`src/rtl/bcm_pkg.sv`:
```
package bcm_pkg;
  typedef enum logic {ST_IDLE, ST_BUSY} trk_state_e;

  function automatic int imax(int a, int b);
    return (a > b) ? a : b;
  endfunction
endpackage

```
`src/rtl/bcm_txn_tracker.sv`:
```
module bcm_txn_tracker
  import bcm_pkg::*;
#(
  parameter int CMD_W   = 4,
  parameter int BURST_W = 16
) (
  input  logic               clk_i,
  input  logic               rst_ni,
  input  logic               clear_i,
  input  logic               frame_ni,
  input  logic               irdy_ni,
  input  logic               trdy_ni,
  input  logic [CMD_W-1:0]   cbe_ni,
  output logic               start_o,
  output logic [CMD_W-1:0]   cmd_o,
  output logic               done_o,
  output logic [BURST_W-1:0] len_o,
  output logic               err_o
);
  trk_state_e state_q, state_d;
  logic start, beat, finish, err_q;
  logic [BURST_W-1:0] len_q;

  assign start  = (state_q == ST_IDLE) && !frame_ni;
  assign beat   = (state_q == ST_BUSY) && !irdy_ni && !trdy_ni;
  assign finish = (state_q == ST_BUSY) && frame_ni && irdy_ni;

  always_comb begin
    state_d = state_q;
    if (start)       state_d = ST_BUSY;
    else if (finish) state_d = ST_IDLE;
  end

  always_ff @(posedge clk_i or negedge rst_ni) begin
    if (!rst_ni) begin
      state_q <= ST_IDLE;
      len_q   <= '0;
      err_q   <= 1'b0;
    end else begin
      state_q <= state_d;
      if (start) len_q <= '0;
      else if (beat && len_q != '1) len_q <= len_q + BURST_W'(1);
      if (clear_i) err_q <= 1'b0;
      else if (state_q == ST_IDLE && !irdy_ni) err_q <= 1'b1;
    end
  end

  assign start_o = start;
  assign cmd_o   = cbe_ni;
  assign done_o  = finish;
  assign len_o   = len_q;
  assign err_o   = err_q;


  err_sticky_chk: assert property (@(posedge clk_i) disable iff (!rst_ni)
    err_q && !clear_i |=> err_q);

  start_opens_chk: assert property (@(posedge clk_i) disable iff (!rst_ni)
    start |=> state_q == ST_BUSY);

  len_hold_chk: assert property (@(posedge clk_i) disable iff (!rst_ni)
    !start && !beat |=> $stable(len_q));
endmodule

```
`src/rtl/bcm_cmd_stats.sv`:
```
module bcm_cmd_stats #(
  parameter int CMD_W   = 4,
  parameter int CNT_W   = 16,
  parameter int NUM_CMD = 1 << CMD_W
) (
  input  logic                     clk_i,
  input  logic                     rst_ni,
  input  logic                     clear_i,
  input  logic                     start_i,
  input  logic [CMD_W-1:0]         cmd_i,
  output logic [NUM_CMD*CNT_W-1:0] cnt_o,
  output logic [NUM_CMD-1:0]       seen_o
);
  for (genvar g = 0; g < NUM_CMD; g++) begin : g_cmd
    logic hit, s_q;
    logic [CNT_W-1:0] c_q;

    assign hit = start_i && (cmd_i == CMD_W'(g));

    always_ff @(posedge clk_i or negedge rst_ni) begin
      if (!rst_ni) begin
        c_q <= '0;
        s_q <= 1'b0;
      end else if (clear_i) begin
        c_q <= '0;
        s_q <= 1'b0;
      end else if (hit) begin
        s_q <= 1'b1;
        if (c_q != '1) c_q <= c_q + CNT_W'(1);
      end
    end

    assign cnt_o[g*CNT_W +: CNT_W] = c_q;
    assign seen_o[g] = s_q;


    no_wrap_chk: assert property (@(posedge clk_i) disable iff (!rst_ni)
      (c_q == '1) && !clear_i |=> c_q == '1);

    seen_sticky_chk: assert property (@(posedge clk_i) disable iff (!rst_ni)
      s_q && !clear_i |=> s_q);

    cnt_clear_chk: assert property (@(posedge clk_i) disable iff (!rst_ni)
      clear_i |=> (c_q == '0) && !s_q);
  end
endmodule

```
`src/rtl/bcm_burst_max.sv`:
```
module bcm_burst_max #(
  parameter int BURST_W = 16
) (
  input  logic               clk_i,
  input  logic               rst_ni,
  input  logic               clear_i,
  input  logic               done_i,
  input  logic [BURST_W-1:0] len_i,
  output logic [BURST_W-1:0] max_o
);
  logic [BURST_W-1:0] max_q;

  always_ff @(posedge clk_i or negedge rst_ni) begin
    if (!rst_ni)                      max_q <= '0;
    else if (clear_i)                 max_q <= '0;
    else if (done_i && len_i > max_q) max_q <= len_i;
  end

  assign max_o = max_q;


  max_monotone_chk: assert property (@(posedge clk_i) disable iff (!rst_ni)
    !clear_i |=> max_q >= $past(max_q));

  max_covers_chk: assert property (@(posedge clk_i) disable iff (!rst_ni)
    done_i && !clear_i |=> max_q >= $past(len_i));

  max_clear_chk: assert property (@(posedge clk_i) disable iff (!rst_ni)
    clear_i |=> max_q == '0);
endmodule

```
`src/rtl/bcm_readout.sv`:
```
module bcm_readout #(
  parameter int CMD_W   = 4,
  parameter int CNT_W   = 16,
  parameter int BURST_W = 16,
  parameter int NUM_CMD = 16,
  parameter int ADDR_W  = 5,
  parameter int DATA_W  = 16
) (
  input  logic                     clk_i,
  input  logic                     rst_ni,
  input  logic [ADDR_W-1:0]        addr_i,
  input  logic [NUM_CMD*CNT_W-1:0] cnt_i,
  input  logic [NUM_CMD-1:0]       seen_i,
  input  logic [BURST_W-1:0]       max_i,
  input  logic                     err_i,
  output logic [DATA_W-1:0]        data_o
);
  localparam int A_SEEN = NUM_CMD;
  localparam int A_MAX  = NUM_CMD + 1;
  localparam int A_ERR  = NUM_CMD + 2;

  logic [CMD_W-1:0]  idx;
  logic [DATA_W-1:0] nxt, data_q;

  assign idx = addr_i[CMD_W-1:0];

  always_comb begin
    nxt = '0;
    if (addr_i < ADDR_W'(NUM_CMD))     nxt = DATA_W'(cnt_i[idx*CNT_W +: CNT_W]);
    else if (addr_i == ADDR_W'(A_SEEN)) nxt = DATA_W'(seen_i);
    else if (addr_i == ADDR_W'(A_MAX))  nxt = DATA_W'(max_i);
    else if (addr_i == ADDR_W'(A_ERR))  nxt = DATA_W'(err_i);
  end

  always_ff @(posedge clk_i or negedge rst_ni) begin
    if (!rst_ni) data_q <= '0;
    else         data_q <= nxt;
  end

  assign data_o = data_q;
endmodule

```
`src/rtl/bus_cov_monitor.sv`:
```
module bus_cov_monitor
  import bcm_pkg::*;
#(
  parameter int CMD_W   = 4,
  parameter int CNT_W   = 16,
  parameter int BURST_W = 16,
  localparam int NUM_CMD = 1 << CMD_W,
  localparam int ADDR_W  = $clog2(NUM_CMD + 3),
  localparam int DATA_W  = imax(imax(CNT_W, BURST_W), NUM_CMD)
) (
  input  logic              clk_i,
  input  logic              rst_ni,
  input  logic              clear_i,
  input  logic              frame_ni,
  input  logic              irdy_ni,
  input  logic              trdy_ni,
  input  logic [CMD_W-1:0]  cbe_ni,
  input  logic [ADDR_W-1:0] rd_addr_i,
  output logic [DATA_W-1:0] rd_data_o,
  output logic              proto_err_o
);
  logic                     start, done, err;
  logic [CMD_W-1:0]         cmd;
  logic [BURST_W-1:0]       len, max_len;
  logic [NUM_CMD*CNT_W-1:0] cnt;
  logic [NUM_CMD-1:0]       seen;

  bcm_txn_tracker #(.CMD_W(CMD_W), .BURST_W(BURST_W)) u_trk (
    .clk_i, .rst_ni, .clear_i, .frame_ni, .irdy_ni, .trdy_ni, .cbe_ni,
    .start_o(start), .cmd_o(cmd), .done_o(done), .len_o(len), .err_o(err)
  );

  bcm_cmd_stats #(.CMD_W(CMD_W), .CNT_W(CNT_W), .NUM_CMD(NUM_CMD)) u_stats (
    .clk_i, .rst_ni, .clear_i, .start_i(start), .cmd_i(cmd),
    .cnt_o(cnt), .seen_o(seen)
  );

  bcm_burst_max #(.BURST_W(BURST_W)) u_max (
    .clk_i, .rst_ni, .clear_i, .done_i(done), .len_i(len), .max_o(max_len)
  );

  bcm_readout #(
    .CMD_W(CMD_W), .CNT_W(CNT_W), .BURST_W(BURST_W),
    .NUM_CMD(NUM_CMD), .ADDR_W(ADDR_W), .DATA_W(DATA_W)
  ) u_rd (
    .clk_i, .rst_ni, .addr_i(rd_addr_i), .cnt_i(cnt), .seen_i(seen),
    .max_i(max_len), .err_i(err), .data_o(rd_data_o)
  );

  assign proto_err_o = err;
endmodule

```
`config.mk`:
```
export PLATFORM = sky130hd
export DESIGN_NAME = bus_cov_monitor
export DESIGN_NICKNAME = d
export VERILOG_FILES = /design/src/rtl/bcm_pkg.sv /design/src/rtl/bcm_txn_tracker.sv /design/src/rtl/bcm_cmd_stats.sv /design/src/rtl/bcm_burst_max.sv /design/src/rtl/bcm_readout.sv /design/src/rtl/bus_cov_monitor.sv
export SDC_FILE = /design/constraint.sdc
export NUM_CORES = 1
export LEC_CHECK = 0
export BUFFER_PORTS_ARGS = -buffer_cell sky130_fd_sc_hd__buf_2
export CORE_UTILIZATION = 50
export DETAILED_ROUTE_END_ITERATION = 16
export PLACE_DENSITY = 0.62
export SYNTH_ARGS = -nofsm -noshare
export SYNTH_HDL_FRONTEND = slang
export SYNTH_HIERARCHICAL = 1
export SYNTH_SLANG_ARGS = --single-unit
```
`constraint.sdc`:
```
create_clock -name clk_i -period 5 [get_ports clk_i]
set_input_delay 1 -clock clk_i [delete_from_list [all_inputs] [get_ports clk_i]]
set_output_delay 1 -clock clk_i [all_outputs]
set_load 0.03 [all_outputs]
```
# Word-level counts from Yosys, hierarchy flattened
# Cells that the tools add are included.
# Widths: inputs -> output; s select.
[totals]
output_inout_bits = 17
input_bits = 15
elab_cells = 265
register_bits = 322
[op_classes]
shifts = 1
n_bitwise = 1
n_addsub = 17
mux = 92
reduce_logical = 80
n_eq_ne = 35
n_lt_le_gt_ge = 2
[op_table]
columns = ["op", "count"]
rows = [
  ["$mux 16", 55],
  ["$add 16x1->16 const B", 17],
  ["$ne 16x16->1 const B", 17],
  ["$shiftx 256x9->16", 1],
  ["$reduce_bool 2->1", 36],
  ["$mux 1", 37],
  ["$eq 4x4->1 const B", 8],
  ["$reduce_and 2->1", 16],
  ["$logic_and 1x1->1", 24],
  ["$eq 4x3->1 const B", 4],
  ["$gt 16x16->1", 1],
  ["$eq 5x5->1 const B", 3],
  ["$eq 4x2->1 const B", 2],
  ["$lt 5x5->1 const B", 1],
  ["$eq 4x1->1 const B", 1],
  ["$logic_not 4->1", 1],
  ["$logic_not 1->1", 3],
  ["$not 1->1", 1],
]

# Longest topological paths before layout
# Gate-level depths: netlist of the first run.
[depth]
word_depth = 6
ltp_mapped = 11

# Hierarchy
# The synthesis of the first run kept the hierarchy.
[by_module_without_submodules]
columns = ["mod", "cells_each", "n_inst", "area_each_um2"]
rows = [
  ["bcm_cmd_stats", 1551, 1, 14443.9],
  ["bcm_readout", 291, 1, 2829.0],
  ["bcm_burst_max", 103, 1, 1128.6],
  ["bcm_txn_tracker", 113, 1, 1022.2],
]

# Worst setup path before layout of the first run
# OpenSTA, ideal clock, no wires.
[synth_path]
path_kind = "input port to flip-flop"
startpoint = "input port frame_ni"
endpoint = "register u_stats.g_cmd[0].c_q[15]"
t_arrival_ns = 3.068
t_required_ns = 4.868
stages = 9
setup_time_ns = 0.132
n_path_buf = 2
setup_slack_ns = 1.800
cell_sequence = "or2_2 -> clkbuf_1 -> inv_1 -> buf_6 -> or3b_4 -> or4_1 -> nor3_1 -> mux2i_1 -> nor2_1"
[synth_via]
elab_chain_len = 5
[synth_lines]
columns = ["element", "line", "source"]
rows = [
  ["start, declared", "bus_cov_monitor.sv:14", "input logic frame_ni,"],
  ["$logic_not 1->1", "bcm_txn_tracker.sv:24", "assign start = (state_q == ST_IDLE) && !frame_ni;"],
  ["$logic_and 1x1->1", "bcm_txn_tracker.sv:24", ""],
  ["net start", "bus_cov_monitor.sv:22", "logic start, done, err;"],
  ["$logic_and 1x1->1", "bcm_cmd_stats.sv:18", "assign hit = start_i && (cmd_i == CMD_W'(g));"],
  ["$reduce_bool 2->1 (no source line)", "--", ""],
  ["$reduce_and 2->1 (no source line)", "--", ""],
  ["end signal, assigned", "bcm_cmd_stats.sv:29", "if (c_q != '1) c_q <= c_q + CNT_W'(1);"],
  ["end, declared", "bcm_cmd_stats.sv:16", "logic [CNT_W-1:0] c_q;"],
]
# The timed path passes the listed nets, and every way through them passes these cells.
# A chain may end at the register's enable or synchronous reset.

# Final worst setup path of the first run
[layout_path]
startpoint = "input port frame_ni"
endpoint = "register u_stats.g_cmd[13].c_q[15]"
[layout_via]
elab_chain_len = 5
[layout_lines]
columns = ["element", "line"]
rows = [
  ["$logic_not 1->1", "bcm_txn_tracker.sv:24"],
  ["$logic_and 1x1->1", "bcm_txn_tracker.sv:24"],
  ["net start", "bus_cov_monitor.sv:22"],
  ["$logic_and 1x1->1", "bcm_cmd_stats.sv:18"],
  ["$reduce_bool 2->1 (no source line)", "--"],
  ["$reduce_and 2->1 (no source line)", "--"],
  ["end signal, assigned", "bcm_cmd_stats.sv:29"],
  ["end, declared", "bcm_cmd_stats.sv:16"],
]
# The timed path passes the listed nets, and every way through them passes these cells.

==> results.json, run 1 <==
{
  "outcome": "finished clean",
  "yosysTopAreaCell": "dfrtp_1",
  "setup-violations-final": 0,
  "netlist_area_um2": 19400,
  "yosysWarnings": 6,
  "final_cell_mix": "dfrtp_1, nor2_1, xnor2_1",
  "grt_pass1_wl_mm": 86.6,
  "hold_violations": 0,
  "grtUsageTotal": 0.284,
  "clkLatencyLatePin_ns": 0.55,
  "wl_per_cell_um": 21.3,
  "postRouteAntennaNets": 0,
  "synth_top_area_frac": 0.415,
  "final.setup.worst_slack_ns": 1.63,
  "max_slew_margin": 0.211,
  "min_period_ns": 3.37,
  "arrival_ns": 3.78,
  "clock_sinks": 322,
  "synth_area_per_cell_um2": 9.44,
  "first_global_vias": 14801,
  "ctsLongestPathBuffers": 3,
  "wirelength_mm": 54.9,
  "swShare": 0.239,
  "cts_tree": "built",
  "cts_root_buffer": "clkbuf_16",
  "r2r-start": "u_trk/state_q",
  "initial_core_util": 0.512,
  "nFillCells": 3446,
  "floorplan.die_area_um2": 39600,
  "synth_area_leaders": "dfrtp_1, xnor2_1, nor2_1",
  "peakVddDrop_mv": 0.256,
  "pin_count": 32,
  "cp.required_ns": 5.41,
  "htreeDepth": 2,
  "maxCapViolations": 0,
  "finalWeightedCongestion": 0.950,
  "numCtsBuffers": 38,
  "antenna_found_initial": 1,
  "die_h_um": 199,
  "drcViolationCount": 0,
  "p_switching_uw": 1350,
  "synth_edf_count": 0,
  "rows": 71,
  "grt-busiest-layer": "met2",
  "period_share": 0.674,
  "routed-via-count": 15976,
  "cp-end-kind": "flip-flop",
  "coreArea_um2": 37900,
  "tightest_slew_ns": 1.17,
  "synth.net_count": 2106,
  "synth_seq_cells": 322,
  "fin_nets": 2085,
  "grtUsageMet1": 0.411,
  "internal_power_uw": 4300,
  "slew_violations": 0,
  "power_frac_comb": 0.056,
  "crit_fanout": 12,
  "clkSlewWorstSetupHoldPaths_ns": 0.05,
  "clock_power_share": 0.478,
  "setup_tns_ns": 0,
  "synth-async-reset-ratio": 1.00,
  "reg2reg_slack_ns": 1.81,
  "multi_input_area_um2": 10600,
  "portBuffers": 31,
  "synth_flop_cell": "dfrtp_1",
  "grt_max_degree": 120,
  "overflow": 0,
  "hold_class": "in2async",
  "seq_power_share": 0.466,
  "power-per-cell-area_nw_per_um2": 269,
  "gr-usage-met2": 0.432,
  "die_w_um": 199,
  "synth.distinct_cells": 81,
  "yosysSeqAreaShare": 0.415,
  "first_pass_iters": 6,
  "drtIter0Drc": 1486,
  "finClkSkew_ns": 0.0184,
  "critical_path_class": "in2reg",
  "dp_slack_ns": 1.19,
  "final_common_cell": "dfrtp_1",
  "regArea_um2": 8060,
  "rsz0062_at_grt": "no",
  "drive_gt1_frac": 0.0820,
  "p_leak_uw": 0.00828,
  "cts_resized": 0,
  "worstReg2RegEnd": "u_stats/g_cmd[13].c_q[15]",
  "r2r_cells": 7,
  "hpwlAfterDp_mm": 39.6,
  "viasPerCell": 6.21,
  "post_cts_buffers": 0,
  "max_freq_mhz": 297,
  "cts_hold_buf": 0,
  "syn_inst": 2058,
  "syn_to_final_growth_pct": 7.99,
  "use_met3": 0.0483,
  "start_kind": "primary input"
}
## how the worst max path moves through the flow
stage	from	to	slack, ns	cells after the start
2_1_floorplan	frame_ni	u_stats/g_cmd[0].c_q[15]	1.80	9
3_3_place_gp	frame_ni	u_stats/g_cmd[14].c_q[15]	1.22	8
3_5_place_dp	frame_ni	u_stats/g_cmd[3].c_q[14]	1.19	8
4_1_cts	frame_ni	u_stats/g_cmd[13].c_q[15]	1.72	8
5_1_grt	frame_ni	u_stats/g_cmd[13].c_q[15]	1.51	8
6_report	frame_ni	u_stats/g_cmd[13].c_q[15]	1.63	8
## cells by family (layout without fill, tap and decap cells)
| kind of cell | count (synthesis) | count (layout) | synth area share |
|---|---|---|---|
| flip-flops | 322 | 322 | 0.415 |
| AO/OA/AOI/OAI | 242 | 242 | 0.0857 |
| adder cells (fa/ha/maj) | 33 | 33 | 0.0213 |
| buffers and inverters | 153 | 156 | 0.0392 |
| other | 0 | 1 | 0 |
| AND/OR/NAND/NOR | 969 | 969 | 0.263 |
| XOR/XNOR | 198 | 198 | 0.0893 |
| multiplexers | 141 | 141 | 0.0867 |
## metal layers
metal	up-vias	routed length [um]
met3	99	3450
met5	-	10
met1	7905	25100
met2	523	24700
li1	7447	-
met4	2	1600
## state kept, by name, summed over array words and instances (netlist names)
register,count
u_max/max_o,16
u_rd/data_o,16
u_stats/g_cmd.c_q,256
u_stats/g_cmd.s_q,16
u_trk/err_o,1
u_trk/len_o,16
u_trk/state_q,1
## cells in the mapped netlist, drive strengths merged (15+ instances only)
library cell / count
and3: 25
or3: 21
nor4: 70
and2: 15
inv: 44
mux2i: 112
a211oi: 16
a22oi: 19
o22ai: 26
nor3b: 18
clkbuf: 53
nand2: 117
nand3: 102
buf: 56
dfrtp: 322
nor2b: 16
o21ai: 36
ha: 33
and4: 25
mux4: 21
nor4b: 15
a22o: 16
xnor2: 150
o211ai: 19
nand4: 81
nor2: 316
a21oi: 56
nor3: 80
xor2: 48
## metrics by stage
step | instances | hold WS (ns) | power [uW] | instance area [um^2] | utilization
6_report | 2573 | 0.477 | 5650 | 21000 | 0.553
5_1_grt | 2572 | 0.529 | 5840 | 21000 | 0.553
4_1_cts | 2572 | 0.499 | 5710 | 21000 | 0.553
3_5_place_dp | 2508 | 0.485 | 2990 | 19800 | 0.522
3_3_place_gp | 2508 | 0.477 | 2990 | 19800 | 0.522
2_1_floorplan | 2058 | 0.464 | 2880 | 19400 | -
## worst max-delay path, stage by stage
cell and delay (ns):
buf_2 0.11, or2_2 0.37, inv_1 0.39, nand3_1 0.56, nor4_1 0.86, nand4b_1 0.24, xor2_1 0.18, nor2_1 0.05
## power by group through the flow
stage / sequential (uW) / clock, uW / combinational (uW)
after floorplan: 2680 / 0 / 199
after global placement: 2680 / 0 / 312
after detailed placement: 2680 / 0 / 315
after CTS: 2630 / 2760 / 316
after global routing: 2630 / 2860 / 344
final: 2630 / 2700 / 315
## area by class of cell
class                   count  area share
clock buffers              59      0.0539
inverters                  44     0.00787
repair buffers             48      0.0153
well taps                 511      0.0305
flip-flops and latches    322       0.384
clock inverters             5     0.00257
multi-input cells        1583       0.506
diodes                      1    0.000119
Note: power is estimated with default switching activity, not from simulation.
==> run 2, diff against run 1 <==
==> constraint.sdc (replaced) <==
create_clock -name clk_i -period 3.3 [get_ports clk_i]
set_input_delay 0.66 -clock clk_i [delete_from_list [all_inputs] [get_ports clk_i]]
set_output_delay 0.66 -clock clk_i [all_outputs]
set_load 0.03 [all_outputs]
==> run 2 against run 1 <==
Compared with the run above: sequential cell count did not move; clock-buffer cell count down 3; hold slack lost 0.38 ns; final area increased by 3.1%; largest cell class unchanged.
==> results.json, run 2 (synthesized netlist as in run 1, its figures left out) <==
{
  "outcome": "finished clean",
  "hold_violations": 0,
  "swShare": 0.231,
  "gr-usage-met2": 0.436,
  "clkLatencyLatePin_ns": 0.56,
  "clock_power_share": 0.517,
  "coreArea_um2": 37900,
  "rsz0062_at_grt": "no",
  "cts_tree": "built",
  "grt_max_degree": 106,
  "pin_count": 32,
  "grt-busiest-layer": "met2",
  "first_pass_iters": 8,
  "internal_power_uw": 7180,
  "p_leak_uw": 0.00865,
  "slew_violations": 0,
  "finalWeightedCongestion": 0.943,
  "final_common_cell": "dfrtp_1",
  "min_period_ns": 2.85,
  "hpwlAfterDp_mm": 40.4,
  "cp.required_ns": 3.70,
  "max_freq_mhz": 351,
  "use_met3": 0.0410,
  "p_switching_uw": 2150,
  "reg2reg_slack_ns": 0.45,
  "post_cts_buffers": 0,
  "htreeDepth": 2,
  "peakVddDrop_mv": 0.300,
  "drcViolationCount": 0,
  "postRouteAntennaNets": 0,
  "wirelength_mm": 55.9,
  "start_kind": "flip-flop",
  "r2r-start": "u_trk/state_q",
  "rows": 71,
  "maxCapViolations": 0,
  "final_cell_mix": "dfrtp_1, nor2_1, xnor2_1",
  "arrival_ns": 3.25,
  "cts_hold_buf": 0,
  "critical_path_class": "reg2reg",
  "clock_sinks": 322,
  "tightest_slew_ns": 0.910,
  "largest_reg_flops": 256,
  "viasPerCell": 6.16,
  "portBuffers": 31,
  "period_share": 0.862,
  "floorplan.die_area_um2": 39600,
  "wl_per_cell_um": 21.3,
  "cp_slowest_cell": "and3b_1",
  "first_global_vias": 15374,
  "seq_power_share": 0.427,
  "clkSlewWorstSetupHoldPaths_ns": 0.06,
  "worstReg2RegEnd": "u_stats/g_cmd[7].c_q[15]",
  "hold_class": "in2async",
  "top_register": "u_stats/g_cmd.c_q",
  "cp-end-kind": "flip-flop",
  "power_frac_comb": 0.055,
  "final_util": 0.570,
  "worstSetupEndpoint": "u_stats/g_cmd[7].c_q[15]",
  "syn_to_final_growth_pct": 11.4,
  "die_w_um": 199,
  "cts_root_buffer": "clkbuf_16",
  "numCtsBuffers": 40,
  "setup-violations-final": 0,
  "crit_fanout": 9,
  "finClkSkew_ns": 0.0193,
  "ctsLongestPathBuffers": 3,
  "overflow": 0,
  "cpPeakStageDelay_ns": 0.56,
  "routed-via-count": 16159,
  "power-per-cell-area_nw_per_um2": 431,
  "fin_nets": 2130,
  "drive_gt1_frac": 0.108,
  "place_area_um2": 20200,
  "max_slew_margin": 0.388,
  "die_h_um": 199,
  "grt_pass1_wl_mm": 88.5,
  "grtUsageMet1": 0.420,
  "grtUsageTotal": 0.291,
  "r2r_cells": 8,
  "cts_resized": 0,
  "crit_start": "u_trk/state_q",
  "drtIter0Drc": 1531,
  "crit_path_cell_trace": "or2_2 > inv_1 > and3b_1 > buf_12 > nand4_1 > nor4_1 > xnor2_1 > nor2_1",
  "setup_tns_ns": 0,
  "fin_area_um2": 21600,
  "antenna_found_initial": 2,
  "initial_core_util": 0.512
}
[run 2: cell types whose count changed in the layout (fill, tap and decap cells not counted)]
cell / previous run / this run
inv_6: 1 / 2
clkinv_4: 0 / 1
buf_4: 18 / 56
bufinv_16: 1 / 7
clkbuf_16: 39 / 41
clkbuf_1: 12 / 4
clkbuf_8: 8 / 11
buf_12: 1 / 6
clkinvlp_4: 0 / 2
[run 2: worst max-delay path, delay by kind of cell, from the launching register on]
kind                   cells  cell delay (ns)
XOR/XNOR                   1             0.17
buffers and inverters      2             0.45
flip-flops                 1             0.40
AND/OR/NAND/NOR            5             1.66
[run 2: worst min path at each step]
| stage | depth (start not counted) | startpoint | endpoint | slack (ns) |
|---|---|---|---|---|
| after floorplan | 0 | rst_ni | u_max/max_o[0] | 0.36 |
| after global placement | 2 | u_stats/g_cmd[14].s_q | u_stats/g_cmd[14].s_q | 0.48 |
| after detailed placement | 2 | u_stats/g_cmd[5].s_q | u_stats/g_cmd[5].s_q | 0.49 |
| after CTS | 1 | rst_ni | u_trk/len_o[15] | 0.11 |
| after global routing | 1 | rst_ni | u_trk/len_o[15] | 0.16 |
| final | 1 | rst_ni | u_trk/len_o[15] | 0.09 |
[run 2: power by group through the flow]
stage                     Combinational, uW  Clock (uW)  Sequential (uW)
after floorplan                         302           0             4060
after global placement                  508           0             4060
after detailed placement                515           0             4060
after CTS                               516        4920             3990
after global routing                    561        5060             3990
final                                   514        4830             3990
[run 2: per-layer routing]
metal	part of all wire	up-vias
met3	0.062	132
met5	0.00023	-
li1	-	7523
met4	0.038	2
met2	0.45	537
met1	0.45	7965
[run 2: layout make-up]
class,instances,area [um^2]
Tap cell,511,639
Clock inverter,15,267
Fill cell,3409,16300
Multi-Input combinational cell,1583,10600
Antenna cell,1,2.50
Sequential cell,322,8060
Timing Repair Buffer,91,706
Inverter,44,165
Clock buffer,56,1190
[run 2: stage by stage]
stage	setup WS, ns	hold WS [ns]	power [uW]	cells
finish	0.455	0.0936	9330	2623
global route	0.266	0.159	9610	2622
CTS	0.493	0.113	9420	2622
detailed placement	0.130	0.486	4570	2551
global placement	0.135	0.481	4570	2551
floorplan	0.440	0.364	4360	2058
